## src/rtl/mfu_pkg.sv

```systemverilog
package mfu_pkg;

  typedef enum logic [1:0] {
    CLS_INT  = 2'd0,
    CLS_MEM  = 2'd1,
    CLS_FADD = 2'd2,
    CLS_FMDS = 2'd3
  } op_cls_e;

  typedef enum logic [1:0] {
    DST_INT  = 2'd0,
    DST_ADDR = 2'd1,
    DST_FP   = 2'd2,
    DST_MFU  = 2'd3
  } route_e;

  localparam logic MODE_FP  = 1'b0;
  localparam logic MODE_INT = 1'b1;

  // unit mode an entry of a given class needs
  function automatic logic mode_of(op_cls_e c);
    return (c == CLS_FADD) ? MODE_FP : MODE_INT;
  endfunction

  function automatic logic int_side(op_cls_e c);
    return (c == CLS_INT) || (c == CLS_MEM);
  endfunction

  // credit after one cycle: optional deduction, refill, saturation
  function automatic int credit_step(int cur, int cost, logic take, int refill, int cap);
    int v;
    v = take ? cur - cost : cur;
    v = v + refill;
    if (v > cap) v = cap;
    return v;
  endfunction

endpackage

```

## src/rtl/mfu_steer.sv

```systemverilog
module mfu_steer
  import mfu_pkg::*;
#(
  parameter int W      = 2,
  parameter int DEPTH  = 8,
  parameter int CMAX   = 16,
  parameter int REFILL = 3,
  parameter int FW     = $clog2(DEPTH + 1)
) (
  input  logic            clk,
  input  logic            rst_n,
  input  logic            flush,
  input  logic [W-1:0]    slot_valid,
  input  logic [2*W-1:0]  slot_cls,
  input  logic [FW-1:0]   free_slots,
  output logic [W-1:0]    route_valid,
  output logic [2*W-1:0]  route_dest,
  output logic [W-1:0]    addr_copy,
  output logic [W-1:0]    alloc,
  output logic            stall
);

  localparam int CW = $clog2(CMAX + 1);

  logic [CW-1:0] credit;
  int   n_side, n_fadd, cost, used, left, free_i;
  logic take, over, accept;

  always_comb begin
    n_side = 0;
    n_fadd = 0;
    for (int i = 0; i < W; i++) begin
      if (slot_valid[i]) begin
        if (int_side(op_cls_e'(slot_cls[2*i +: 2]))) n_side++;
        else if (op_cls_e'(slot_cls[2*i +: 2]) == CLS_FADD) n_fadd++;
      end
    end
    cost   = 4 * n_side;
    take   = int'(credit) >= cost;
    free_i = int'(free_slots);
    over   = n_fadd > free_i;
    stall  = over && !flush;
    accept = !over && !flush;

    route_valid = slot_valid & {W{accept}};
    route_dest  = '0;
    addr_copy   = '0;
    alloc       = '0;
    used = 0;
    left = n_fadd;
    for (int i = 0; i < W; i++) begin
      op_cls_e c;
      c = op_cls_e'(slot_cls[2*i +: 2]);
      if (slot_valid[i]) begin
        case (c)
          CLS_FADD: begin
            route_dest[2*i +: 2] = DST_MFU;
            alloc[i] = accept;
            used++;
            left--;
          end
          CLS_FMDS: route_dest[2*i +: 2] = DST_FP;
          default: begin
            // adds still to come keep their entries reserved
            if (take && (used + 1 + left <= free_i)) begin
              route_dest[2*i +: 2] = DST_MFU;
              alloc[i]     = accept;
              addr_copy[i] = accept && (c == CLS_MEM);
              used++;
            end else begin
              route_dest[2*i +: 2] = (c == CLS_MEM) ? DST_ADDR : DST_INT;
            end
          end
        endcase
      end
    end
  end

  always_ff @(posedge clk or negedge rst_n) begin
    if (!rst_n) credit <= CW'(CMAX);
    else        credit <= CW'(credit_step(int'(credit), cost, accept && take, REFILL, CMAX));
  end

  p_credit_cap_r11: assert property (@(posedge clk) disable iff (!rst_n)
    int'(credit) <= CMAX);

endmodule

```

## src/rtl/mfu_station.sv

```systemverilog
module mfu_station
  import mfu_pkg::*;
#(
  parameter int W     = 2,
  parameter int DEPTH = 8,
  parameter int NB    = 2,
  parameter int TAGW  = 6,
  parameter int FW    = $clog2(DEPTH + 1)
) (
  input  logic              clk,
  input  logic              rst_n,
  input  logic              flush,
  input  logic [W-1:0]      wr_en,
  input  logic [2*W-1:0]    slot_cls,
  input  logic [W*TAGW-1:0] slot_src0,
  input  logic [W*TAGW-1:0] slot_src1,
  input  logic [2*W-1:0]    slot_rdy,
  input  logic [W*TAGW-1:0] slot_dst,
  input  logic [NB-1:0]     bc_valid,
  input  logic [NB*TAGW-1:0] bc_tag,
  input  logic              pop,
  output logic [FW-1:0]     free_slots,
  output logic              head_valid,
  output logic              head_ready,
  output logic              head_mode,
  output logic [1:0]        head_cls,
  output logic [TAGW-1:0]   head_dst
);

  localparam int PW = (DEPTH > 1) ? $clog2(DEPTH) : 1;

  logic [1:0]      e_cls [DEPTH];
  logic [TAGW-1:0] e_s0  [DEPTH];
  logic [TAGW-1:0] e_s1  [DEPTH];
  logic [TAGW-1:0] e_dst [DEPTH];
  logic [1:0]      e_rdy [DEPTH];

  logic [PW-1:0] head, tail;
  logic [FW-1:0] count;
  logic [PW-1:0] wr_idx [W];
  int            n_wr;

  function automatic logic seen(logic [TAGW-1:0] t, logic [NB-1:0] v, logic [NB*TAGW-1:0] tags);
    logic r;
    r = 1'b0;
    for (int b = 0; b < NB; b++)
      if (v[b] && tags[b*TAGW +: TAGW] == t) r = 1'b1;
    return r;
  endfunction

  // consecutive write positions for the accepted slots, in slot order
  always_comb begin
    n_wr = 0;
    for (int i = 0; i < W; i++) begin
      wr_idx[i] = PW'((int'(tail) + n_wr) % DEPTH);
      if (wr_en[i]) n_wr++;
    end
  end

  always_ff @(posedge clk or negedge rst_n) begin
    if (!rst_n) begin
      head  <= '0;
      tail  <= '0;
      count <= '0;
      for (int e = 0; e < DEPTH; e++) e_rdy[e] <= '0;
    end else if (flush) begin
      head  <= '0;
      tail  <= '0;
      count <= '0;
    end else begin
      for (int e = 0; e < DEPTH; e++)
        e_rdy[e] <= e_rdy[e] | {seen(e_s1[e], bc_valid, bc_tag), seen(e_s0[e], bc_valid, bc_tag)};
      for (int i = 0; i < W; i++)
        if (wr_en[i])
          e_rdy[wr_idx[i]] <= slot_rdy[2*i +: 2] |
            {seen(slot_src1[i*TAGW +: TAGW], bc_valid, bc_tag),
             seen(slot_src0[i*TAGW +: TAGW], bc_valid, bc_tag)};
      head  <= PW'((int'(head) + (pop ? 1 : 0)) % DEPTH);
      tail  <= PW'((int'(tail) + n_wr) % DEPTH);
      count <= FW'(int'(count) + n_wr - (pop ? 1 : 0));
    end
  end

  always_ff @(posedge clk) begin
    for (int i = 0; i < W; i++) begin
      if (wr_en[i]) begin
        e_cls[wr_idx[i]] <= slot_cls[2*i +: 2];
        e_s0[wr_idx[i]]  <= slot_src0[i*TAGW +: TAGW];
        e_s1[wr_idx[i]]  <= slot_src1[i*TAGW +: TAGW];
        e_dst[wr_idx[i]] <= slot_dst[i*TAGW +: TAGW];
      end
    end
  end

  assign head_valid = (count != '0);
  assign head_ready = &e_rdy[head];
  assign head_cls   = e_cls[head];
  assign head_mode  = mode_of(op_cls_e'(e_cls[head]));
  assign head_dst   = e_dst[head];
  assign free_slots = FW'(DEPTH) - count;

  p_no_overflow_r5: assert property (@(posedge clk) disable iff (!rst_n)
    int'(count) <= DEPTH);
  p_flush_empty_r10: assert property (@(posedge clk) disable iff (!rst_n)
    flush |=> (count == '0));
  p_pop_head_r6: assert property (@(posedge clk) disable iff (!rst_n)
    pop |-> head_valid);

endmodule

```

## src/rtl/mfu_mode_ctl.sv

```systemverilog
module mfu_mode_ctl
  import mfu_pkg::*;
#(
  parameter int PENALTY = 2,
  parameter int MW      = $clog2(PENALTY + 1)
) (
  input  logic clk,
  input  logic rst_n,
  input  logic flush,
  input  logic head_valid,
  input  logic head_ready,
  input  logic head_mode,
  output logic fire,
  output logic unit_mode
);

  logic [MW-1:0] wait_cnt;
  logic          mismatch, mutating, start;

  assign mismatch = head_valid && (head_mode != unit_mode);
  assign mutating = (wait_cnt != '0);
  assign start    = mismatch && !mutating && !flush;
  assign fire     = head_valid && head_ready && !mismatch && !mutating && !flush;

  always_ff @(posedge clk or negedge rst_n) begin
    if (!rst_n) begin
      unit_mode <= MODE_FP;
      wait_cnt  <= '0;
    end else if (flush) begin
      unit_mode <= MODE_FP;
      wait_cnt  <= '0;
    end else if (start) begin
      unit_mode <= head_mode;
      wait_cnt  <= MW'(PENALTY);
    end else if (mutating) begin
      wait_cnt  <= wait_cnt - 1'b1;
    end
  end

  p_hold_after_switch_r8: assert property (@(posedge clk) disable iff (!rst_n)
    (unit_mode != $past(unit_mode)) |-> !fire);

endmodule

```

## src/rtl/mfu_dispatch_top.sv

```systemverilog
module mfu_dispatch_top
  import mfu_pkg::*;
#(
  parameter int W       = 2,
  parameter int DEPTH   = 8,
  parameter int NB      = 2,
  parameter int TAGW    = 6,
  parameter int PENALTY = 2,
  parameter int REFILL  = 3,
  parameter int CMAX    = 16
) (
  input  logic               clk,
  input  logic               rst_n,
  input  logic               flush,
  input  logic [W-1:0]       disp_valid,
  input  logic [2*W-1:0]     disp_cls,
  input  logic [W*TAGW-1:0]  disp_src0,
  input  logic [W*TAGW-1:0]  disp_src1,
  input  logic [2*W-1:0]     disp_rdy,
  input  logic [W*TAGW-1:0]  disp_dst,
  input  logic [NB-1:0]      bc_valid,
  input  logic [NB*TAGW-1:0] bc_tag,
  output logic [W-1:0]       route_valid,
  output logic [2*W-1:0]     route_dest,
  output logic [W-1:0]       addr_copy,
  output logic               disp_stall,
  output logic               iss_valid,
  output logic               iss_mode,
  output logic [1:0]         iss_cls,
  output logic [TAGW-1:0]    iss_dst
);

  localparam int FW = $clog2(DEPTH + 1);

  logic [FW-1:0]   free_slots;
  logic [W-1:0]    alloc;
  logic            head_valid, head_ready, head_mode, fire, unit_mode;
  logic [1:0]      head_cls;
  logic [TAGW-1:0] head_dst;

  mfu_steer #(.W(W), .DEPTH(DEPTH), .CMAX(CMAX), .REFILL(REFILL), .FW(FW)) u_steer (
    .clk(clk), .rst_n(rst_n), .flush(flush),
    .slot_valid(disp_valid), .slot_cls(disp_cls), .free_slots(free_slots),
    .route_valid(route_valid), .route_dest(route_dest), .addr_copy(addr_copy),
    .alloc(alloc), .stall(disp_stall)
  );

  mfu_station #(.W(W), .DEPTH(DEPTH), .NB(NB), .TAGW(TAGW), .FW(FW)) u_station (
    .clk(clk), .rst_n(rst_n), .flush(flush),
    .wr_en(alloc), .slot_cls(disp_cls), .slot_src0(disp_src0), .slot_src1(disp_src1),
    .slot_rdy(disp_rdy), .slot_dst(disp_dst),
    .bc_valid(bc_valid), .bc_tag(bc_tag), .pop(fire),
    .free_slots(free_slots), .head_valid(head_valid), .head_ready(head_ready),
    .head_mode(head_mode), .head_cls(head_cls), .head_dst(head_dst)
  );

  mfu_mode_ctl #(.PENALTY(PENALTY)) u_mode (
    .clk(clk), .rst_n(rst_n), .flush(flush),
    .head_valid(head_valid), .head_ready(head_ready), .head_mode(head_mode),
    .fire(fire), .unit_mode(unit_mode)
  );

  assign iss_valid = fire;
  assign iss_mode  = head_mode;
  assign iss_cls   = head_cls;
  assign iss_dst   = head_dst;

  p_issue_mode_r8: assert property (@(posedge clk) disable iff (!rst_n)
    iss_valid |-> (iss_mode == unit_mode));

  for (genvar g = 0; g < W; g++) begin : g_slot_chk
    p_addr_copy_r4: assert property (@(posedge clk) disable iff (!rst_n)
      addr_copy[g] |-> (route_dest[2*g +: 2] == DST_MFU && disp_cls[2*g +: 2] == CLS_MEM));
    p_fmds_fp_r1: assert property (@(posedge clk) disable iff (!rst_n)
      (route_valid[g] && disp_cls[2*g +: 2] == CLS_FMDS) |-> (route_dest[2*g +: 2] == DST_FP));
  end

endmodule

```

## config.mk

```make
export PLATFORM = sky130hd
export DESIGN_NAME = mfu_dispatch_top
export DESIGN_NICKNAME = d
export VERILOG_FILES = /design/src/rtl/mfu_pkg.sv /design/src/rtl/mfu_steer.sv /design/src/rtl/mfu_station.sv /design/src/rtl/mfu_mode_ctl.sv /design/src/rtl/mfu_dispatch_top.sv
export SDC_FILE = /design/constraint.sdc
export NUM_CORES = 1
export LEC_CHECK = 0
export ABC_AREA = 1
export BUFFER_PORTS_ARGS = -buffer_cell sky130_fd_sc_hd__buf_2
export CORE_ASPECT_RATIO = 0.7
export CORE_MARGIN = 5
export CORE_UTILIZATION = 50
export DETAILED_ROUTE_END_ITERATION = 8
export GPL_TIMING_DRIVEN = 1
export PLACE_DENSITY = 0.7
export SYNTH_ARGS = -nofsm -noshare
export SYNTH_HDL_FRONTEND = slang
export SYNTH_SLANG_ARGS = --single-unit
```

## constraint.sdc

```tcl
create_clock -name clk -period 5.05 [get_ports clk]
set_clock_uncertainty 0.05 [all_clocks]
set_input_delay 0.7575 -clock clk [delete_from_list [all_inputs] [get_ports clk]]
set_output_delay 0.7575 -clock clk [all_outputs]
set_load 0.05 [all_outputs]
```

Word-level counts from Yosys, hierarchy flattened

Memories as Yosys holds them, arrays and structs flattened.
Index checks and enable logic that the tools add are counted.

Add/sub/neg operators: 16
Multipliers: 0
Div/mod/pow operators: 0
$lt $le $gt $ge: 10
Eq/ne operators: 48
Shift-type cells: 0
Mux-type cells: 129
Bitwise gates (word level): 14
Reductions and logical operators: 71

Operator list:

| kind                  | number |
|---|---|
| $mux 32               | 9 |
| $eq 6x6->1            | 40 |
| $mux 1                | 89 |
| $add 32x2->32 const B | 2 |
| $le 32x5->1           | 2 |
| $pmux 32 s2           | 1 |
| $mux 30               | 2 |
| $logic_and 1x1->1     | 56 |
| $mux 16               | 3 |
| $add 2x32->32 const A | 1 |
| $add 32x3->32 const B | 1 |
| $add 32x32->32        | 1 |
| $bwmux 16             | 2 |
| $ge 6x32->1           | 1 |
| $gt 32x5->1           | 1 |
| $gt 32x6->1 const B   | 1 |
| $sub 32x2->32 const B | 1 |
| $sub 6x32->32         | 1 |
| $mux 2                | 12 |
| $or 2x2->2            | 10 |
| $demux 2 s3           | 2 |
| $ge 4x4->1 const B    | 3 |
| $not 3->4             | 3 |
| $eq 2x2->1 const B    | 5 |
| 25 further kinds      | 39 |

Register bits after elaboration: 34
Bits in latches: 0
RAM bits: 160
Bits in read-only memories: 0
Bits of input ports: 63
Output and inout bits: 19
Memories kept: 4

Memories:

| name            | depth | bits a word | rd ports | clocked after Yosys merged registers in | write ports | line              | RTL |
|---|---|---|---|---|---|---|---|
| u_station.e_dst | 8     | 6           | 1        | 0                                       | 2           | mfu_station.sv:35 | `logic [TAGW-1:0] e_dst [DEPTH];` |
| u_station.e_s0  | 8     | 6           | 8        | 0                                       | 2           | mfu_station.sv:33 | `logic [TAGW-1:0] e_s0 [DEPTH];` |
| u_station.e_s1  | 8     | 6           | 8        | 0                                       | 2           | mfu_station.sv:34 | `logic [TAGW-1:0] e_s1 [DEPTH];` |
| u_station.e_cls | 8     | 2           | 1        | 0                                       | 2           | mfu_station.sv:32 | `logic [1:0] e_cls [DEPTH];` |

Logic depth before layout (Yosys ltp)

Gate-level depths: netlist (run 1).

Word-level depth: 26
Depth in mapped cells: 37

Cells and area by module

A second synthesis (run 1) with hierarchy kept.

Cells, all modules: 2037
Area, all modules: 14332.5 µm²

By module, submodules not included:

| module       | times used | cells each | area each (µm²) |
|---|---|---|---|
| mfu_station  | 1          | 1831       | 12977.4 |
| mfu_steer    | 1          | 176        | 1143.6 |
| mfu_mode_ctl | 1          | 30         | 211.5 |

Worst setup path before layout (run 1)

No wires, ideal clock.

Path type: input-to-reg
Start: input disp_cls[1]
End: memory u_station.e_cls[0][0] (enable)
Setup time: 0.425 ns
Arrival: 5.434 ns
Data required time: 4.575 ns
Slack: -0.858 ns
Stages on the path: 30
Path buffers: 2
Cell sequence: clkbuf_1 nor2_1 ha_1 nand2_1 o21ai_0 ha_1 fa_1 ha_1 o21ai_2 nand2_1 nand2_1 nand2_1 ha_1 nor2_1 nand2_1 ha_1 inv_1 ha_1 a21oi_1 o21ai_0 nand2_1 nand2_1 nand2_1 nand2_1 nand2_1 inv_1 nor2_8 nand2_4 buf_6 o21ai_0

RTL lines:

| item               | line                   | RTL |
|---|---|---|
| start: declaration | mfu_dispatch_top.sv:16 | `input logic [2*W-1:0] disp_cls,` |
| end: declaration   | mfu_station.sv:32      |  |

Worst setup path in the final report (run 1)

Start: input disp_cls[1]
End: output route_dest[2]

Cells in the longest elaborated chain, start to end: 21

RTL lines:

| item                                       | line                             | RTL |
|---|---|---|
| $eq 2x2->1 (tied with other cells)         | mfu_steer.sv:35, mfu_steer.sv:55 |  |
| $mux 1 or $logic_or 1x1->1 (tied branches) | mfu_steer.sv:35, mfu_pkg.sv:26   |  |
| $mux 32                                    | mfu_steer.sv:34                  | `if (int_side(op_cls_e'(slot_cls[2*i +: 2]))) n_side++;` |
| $mux 32                                    | mfu_steer.sv:33                  | `if (slot_valid[i]) begin` |
| $add 32x2->32                              | mfu_steer.sv:35                  | `else if (op_cls_e'(slot_cls[2*i +: 2]) == CLS_FADD) n_fadd++;` |
| $mux 32                                    | mfu_steer.sv:35                  |  |
| $mux 32                                    | mfu_steer.sv:34                  |  |
| $mux 32                                    | mfu_steer.sv:33                  |  |
| (+5 left out)                              | n/a                              |  |
| $mux 32                                    | mfu_steer.sv:54                  | `if (slot_valid[i]) begin` |
| $add 32x2->32                              | mfu_steer.sv:65                  | `if (take && (used + 1 + left <= free_i)) begin` |
| $add 32x32->32                             | mfu_steer.sv:65                  |  |
| $le 32x5->1                                | mfu_steer.sv:65                  |  |
| $logic_and 1x1->1 *                        | mfu_steer.sv:65                  |  |
| $mux 2 *                                   | mfu_steer.sv:65                  |  |
| $pmux 2 s2 *                               | mfu_steer.sv:55                  | `case (c)` |
| $mux 2 *                                   | mfu_steer.sv:54                  |  |
| end: declaration                           | mfu_dispatch_top.sv:24           | `output logic [2*W-1:0] route_dest,` |

Mark *: on every way between the ends. The rest lies on a longest branch, timed or not.

==> flow_summary.toml, run 1 <==
[detailed_routing]
drc = 0
drt-total-wl_microns = 50300
postRouteAntennaNets = 0
routed_via_density = 6.18
first_iter_violations = 2332
dr_total_vias = 13700
wl_per_cell_microns = 22.6
drt_pre_antenna_iters = 8

[min_path]
hold_path_class = "primary input to async pin"

[critical_path]
worstPathRequired_ps = 4240
cpMostUsedCell = "nand2_2"
critPathCaptureType = "output pin"
crit_family = "adder cells"
rr_worst_depth = 36
max_stage_delay_ps = 350
crit_fanout = 3
startpoint_type = "primary input"
path_depth = 29
worst_ep_arrival_time_ps = 4410
path_buf_inv = 5
critPathKind = "primary input to output pin"
cp_slowest_cell = "fa_2"

[global_routing]
grt_max_degree = 35
grtUsageTotal_pct = 31.7
antenna_found_initial = 2
overflow = 0
grt_pass1_vias = 12800
grt_pass1_wl_microns = 75500

[layout]
fin_nets = 1948
layout_commonest_cell = "nand2_1"
antenna_cells = 0
final_cell_count_no_fill = 2219
fill_cells = 2386
mostFrequentLayoutCells = "399 x nand2_1, 166 x inv_1, 160 x edfxtp_1"
drive_gt1_share_pct = 16.2
syn2layout_area_growth_pct = 15.7
utilization_pct = 59.0

[die]
die_w_microns = 208
core-area_sq_mm = 0.0269
rows = 50
die-area_sq_mm = 0.0309
start_util_pct = 51.0
ioPinCount = 82
die_h_microns = 149

[placed_design]
port-buffer-count = 81
routabilityCongestion = 0.963
place_inst = 2173
dp_hpwl_microns = 33200

[clock_tree]
cts_made_buffers = 17
clock-sinks = 194
clock_latency_ps = 450
cts-root-buf = "clkbuf_16"
cts.htree.levels = 4
clock_tree.buffer_depth = 2
tritoncts = "yes"
path_clk_slew_ps = 70

[yosys]
synthCells = 1767
syn_area_sq_mm = 0.0137
synth_top_flop_cell = "edfxtp_1"
avgSynthCellArea_sq_um = 7.76
synth_fp_nets = 1873
synth-seq-cells = 194
ys_types = 46
ys_warn_count = 0
async_flop_share_pct = 17.5
synth_edf_count = 160
synth.yosys.seq_area_share_pct = 41.3

[sta]
hold_viol_final = 0
fin_ws_ps = -168
max-slew-margin-rel_pct = 22.6
setup_viol = 2
fin_crit_ps = 5220
min_period_over_period_pct = 103
drv_slew = 0
maxClockFrequency_mhz = 192
worst_pin_slew_ps = 1160
rsz0062_at_grt = "yes"

[pwr]
p_switching_mw = 2.19
powerDensity_mw_per_mm2 = 349
leakagePower_nw = 6.83
power_frac_comb_pct = 39.1
clockPowerShare_pct = 23.1
ir_drop_v = 0.000265
seqPwrFrac_pct = 37.9
intPower_mw = 3.35
p_sw_share_pct = 39.5

[outcome]
status = "complete, but fails checks"
violations = "negative setup slack"

[flow_run]
timing.max_cap.violations = 0
[synth_stat cells (all sizes together), types with 14 or more instances]
cell     number  share of area [%]
nand4        16               0.73
inv         176                4.8
dfrtp        33                6.0
edfxtp      160                 35
o211ai       14               0.77
nor3         34                1.2
o2111ai      17                1.1
clkbuf       50                1.4
nand3        90                3.3
xor2         31                2.0
nor2        137                3.9
ha           41                3.7
xnor2        17                1.1
nand2       420                 12
o21ai       271                 10
a21oi        60                2.2
buf          65                3.7
o22ai        77                3.5
[power by group through the flow]
stage	Clock (mW)	Combinational [mW]	Sequential, mW
after floorplan	0	1.38	2.07
after global placement	0	1.90	2.12
after detailed placement	0	1.95	2.12
after CTS	1.28	2.01	2.09
after global routing	1.35	2.36	2.11
final	1.28	2.16	2.10
[per-stage QoR]
step	setup TNS (ps)	worst slack, ps	hold slack [ps]	instance area, sq um	power (mW)
after floorplan	-973	-267	399	14000	3.45
after global placement	-62700	-340	414	14900	4.01
after detailed placement	-102700	-492	416	14900	4.07
after CTS	-170	-134	380	15700	5.38
after global routing	-1410	-368	413	15900	5.82
final	-310	-168	377	15900	5.53
[what timing repair did]
action	CTS	global route
hold buffers	0	0
pin swaps	28	22
gates cloned	0	0
setup buffers	9	6
endpoints found under the setup margin	4	344
gates resized for setup	37	31
[cells by family (layout without fill, tap and decap cells)]
group	Yosys count	count (layout)	synth area share, %
compound gates	464	464	19.1
xor+xnor	48	48	3.07
fa+ha+maj	43	43	4.03
buf+inv	301	389	10.2
flops	194	194	41.3
simple gates	717	717	22.3
[flip-flops by register name, summed over array words and instances (netlist names), 4 cells and up]
signal	count
u_station.e_rdy	16
u_station.count	4
u_station.e_dst	48
u_steer.credit	5
u_station.e_cls	16
u_station.e_s0	48
u_station.e_s1	48
[area by class of cell]
class | instances | area (sq um) | area share, %
repair buffers | 171 | 1400 | 8.85
flip-flops and latches | 194 | 5660 | 35.7
clock inverters | 13 | 87.6 | 0.552
inverters | 186 | 722 | 4.55
well taps | 364 | 455 | 2.87
clock buffers | 19 | 433 | 2.73
multi-input cells | 1272 | 7110 | 44.8
[worst paths after layout]
check | to | startpoint | slack, ps
min in group clk | u_station.e_rdy[10] | u_station.e_rdy[10] | 430
hold reg to reg | u_station.e_rdy[10] | u_station.e_rdy[10] | 430
max in group asynchronous | u_station.e_rdy[15] | rst_n | 4010
setup reg to reg | u_station.count[1] | u_station.count[0] | 120
setup / recovery | route_dest[2] | disp_cls[1] | -170
hold / removal | u_steer.credit[2] | rst_n | 380
[layer usage]
| layer | global-route usage, % | up-vias | share of wire (%) |
|---|---|---|---|
| met4 | 12.7 | 2 | 3.8 |
| li1 | - | 6222 | - |
| met1 | 43.8 | 6314 | 40 |
| met3 | 8.81 | 190 | 14 |
| met5 | 0 | - | 0.014 |
| met2 | 47.5 | 981 | 42 |
No activity file was read; power rests on OpenSTA's default activity.
==> inputs of run 2 (changes only) <==
Settings changed: PLACE_DENSITY 0.7 to unset, PLACE_DENSITY_LB_ADDON set to 0.08, REMOVE_ABC_BUFFERS set to 1.
==> run 2 against run 1 <==
Against the previous run: the run still ends with negative setup slack left; utilization up 2.1 points; global-route usage up 1.1 points; setup slack worse by 48 ps; clock-buffer cell count down 1; worst hold slack better by 5.3 ps; critical path type unchanged.
==> flow_summary.toml, run 2 (same netlist as run 1, synthesis figures left out) <==
[die]
ioPinCount = 82
die_w_microns = 208
start_util_pct = 51.0
rows = 50
die-area_sq_mm = 0.0309
die_h_microns = 149
core-area_sq_mm = 0.0269

[detailed_routing]
drt-total-wl_microns = 52500
dr_total_vias = 14100
wl_per_cell_microns = 23.0
routed_via_density = 6.16
drt_pre_antenna_iters = 8
postRouteAntennaNets = 0
drc = 0
first_iter_violations = 2078

[critical_path]
worst_ep_arrival_time_ps = 4460
crit_fanout = 3
startpoint_type = "primary input"
worstPathRequired_ps = 4240
critPathKind = "primary input to output pin"
critPathCaptureType = "output pin"
r2r_slack_ps = 170
worstReg2RegEnd = "u_station.count[3]"
max_stage_delay_ps = 360
reg2reg_from = "u_station.count[0]"
rr_worst_depth = 35
cp_slowest_cell = "fa_2"
cpMostUsedCell = "ha_4"

[sta]
worst_pin_slew_ps = 1030
drv_slew = 0
maxClockFrequency_mhz = 190
max-slew-margin-rel_pct = 31.4
fin_ws_ps = -216
hold_viol_final = 0
fin_crit_ps = 5270
min_period_over_period_pct = 104
setup_viol = 5
rsz0062_at_grt = "yes"
tns_ps = -611

[clock_tree]
cts-root-buf = "clkbuf_16"
cts_made_buffers = 17
clock_latency_ps = 460
clock_tree.buffer_depth = 2
path_clk_slew_ps = 70
tritoncts = "yes"
cts_hold_buf = 0
cts.htree.levels = 4
clock-sinks = 194

[placed_design]
dp_hpwl_microns = 35000
port-buffer-count = 81
placed_area_sq_mm = 0.0149
place_inst = 2196
routabilityCongestion = 0.959

[flow_run]
timing.max_cap.violations = 0

[layout]
layout_commonest_cell = "nand2_1"
fin_nets = 2009
drive_gt1_share_pct = 19.5
fill_cells = 2322
syn2layout_area_growth_pct = 19.8
mostFrequentLayoutCells = "399 x nand2_1, 163 x inv_1, 160 x edfxtp_1"
fin_area_sq_mm = 0.0164
final_cell_count_no_fill = 2281
utilization_pct = 61.1

[outcome]
violations = "negative setup slack"
status = "complete, but fails checks"

[global_routing]
grt_pass1_vias = 12800
grtUsageTotal_pct = 32.8
antenna_found_initial = 1
grt_pass1_wl_microns = 77700
overflow = 0
grt_max_degree = 35

[pwr]
ir_drop_v = 0.000235
powerDensity_mw_per_mm2 = 367
leakagePower_nw = 7.19

[min_path]
hold_path_class = "primary input to async pin"
==> run 2: layer usage <==
layer | share of wire (%) | GRT usage (%) | wire length [microns]
met5 | 0 | 0 | 0
met2 | 41 | 47.3 | 21700
met3 | 14 | 8.86 | 7460
met4 | 3.3 | 9.55 | 1710
met1 | 41 | 48.3 | 21600
==> run 2: layout make-up <==
type	count	area [sq um]	area share, %
multi-input cells	1272	7080	43.1
flip-flops and latches	194	5660	34.4
repair buffers	232	1940	11.8
inverters	186	721	4.39
well taps	364	455	2.77
clock buffers	18	429	2.61
clock inverters	14	158	0.959
diodes	1	2.50	0.0152
==> run 2: stage by stage <==
step / total power [mW] / hold WS, ps / setup slack (ps)
6_report: 6.03 / 382 / -216
5_1_grt: 6.33 / 454 / -420
4_1_cts: 5.79 / 409 / -112
3_5_place_dp: 4.05 / 417 / -711
3_3_place_gp: 4.03 / 417 / -556
2_1_floorplan: 3.29 / 398 / -729
==> run 2: critical path: cells and delay by family <==
family | cells | cell delay (ps)
AO/OA/AOI/OAI | 4 | 450
adder cells (fa/ha/maj) | 8 | 1770
buffers and inverters | 7 | 630
AND/OR/NAND/NOR | 11 | 850
==> run 2: power breakdown <==
group	internal [mW]	switching, mW	leakage (nW)	total, mW
Combinational	1.02	1.51	5.01	2.53
Clock	0.706	0.703	0.285	1.41
Sequential	1.95	0.143	1.89	2.09
==> run 2: worst max-delay path by stage <==
| stage | depth (start not counted) | to | from |
|---|---|---|---|
| 4_1_cts | 30 | route_dest[2] | disp_valid[0] |
| 3_3_place_gp | 34 | u_station.count[2] | disp_cls[1] |
| 2_1_floorplan | 28 | u_station.e_cls[7][0] | disp_cls[3] |
| 6_report | 30 | route_dest[2] | disp_cls[1] |
| 5_1_grt | 29 | route_dest[2] | disp_cls[1] |
| 3_5_place_dp | 33 | u_station.count[3] | disp_cls[1] |
==> run 2: timing repair <==
item | CTS | global route
gates cloned | 0 | 0
endpoints found under the setup margin | 64 | 235
endpoints found under the hold margin | 0 | 0
buffers inserted | 48 | 10
resized for setup | 60 | 57
pin swaps | 29 | 34
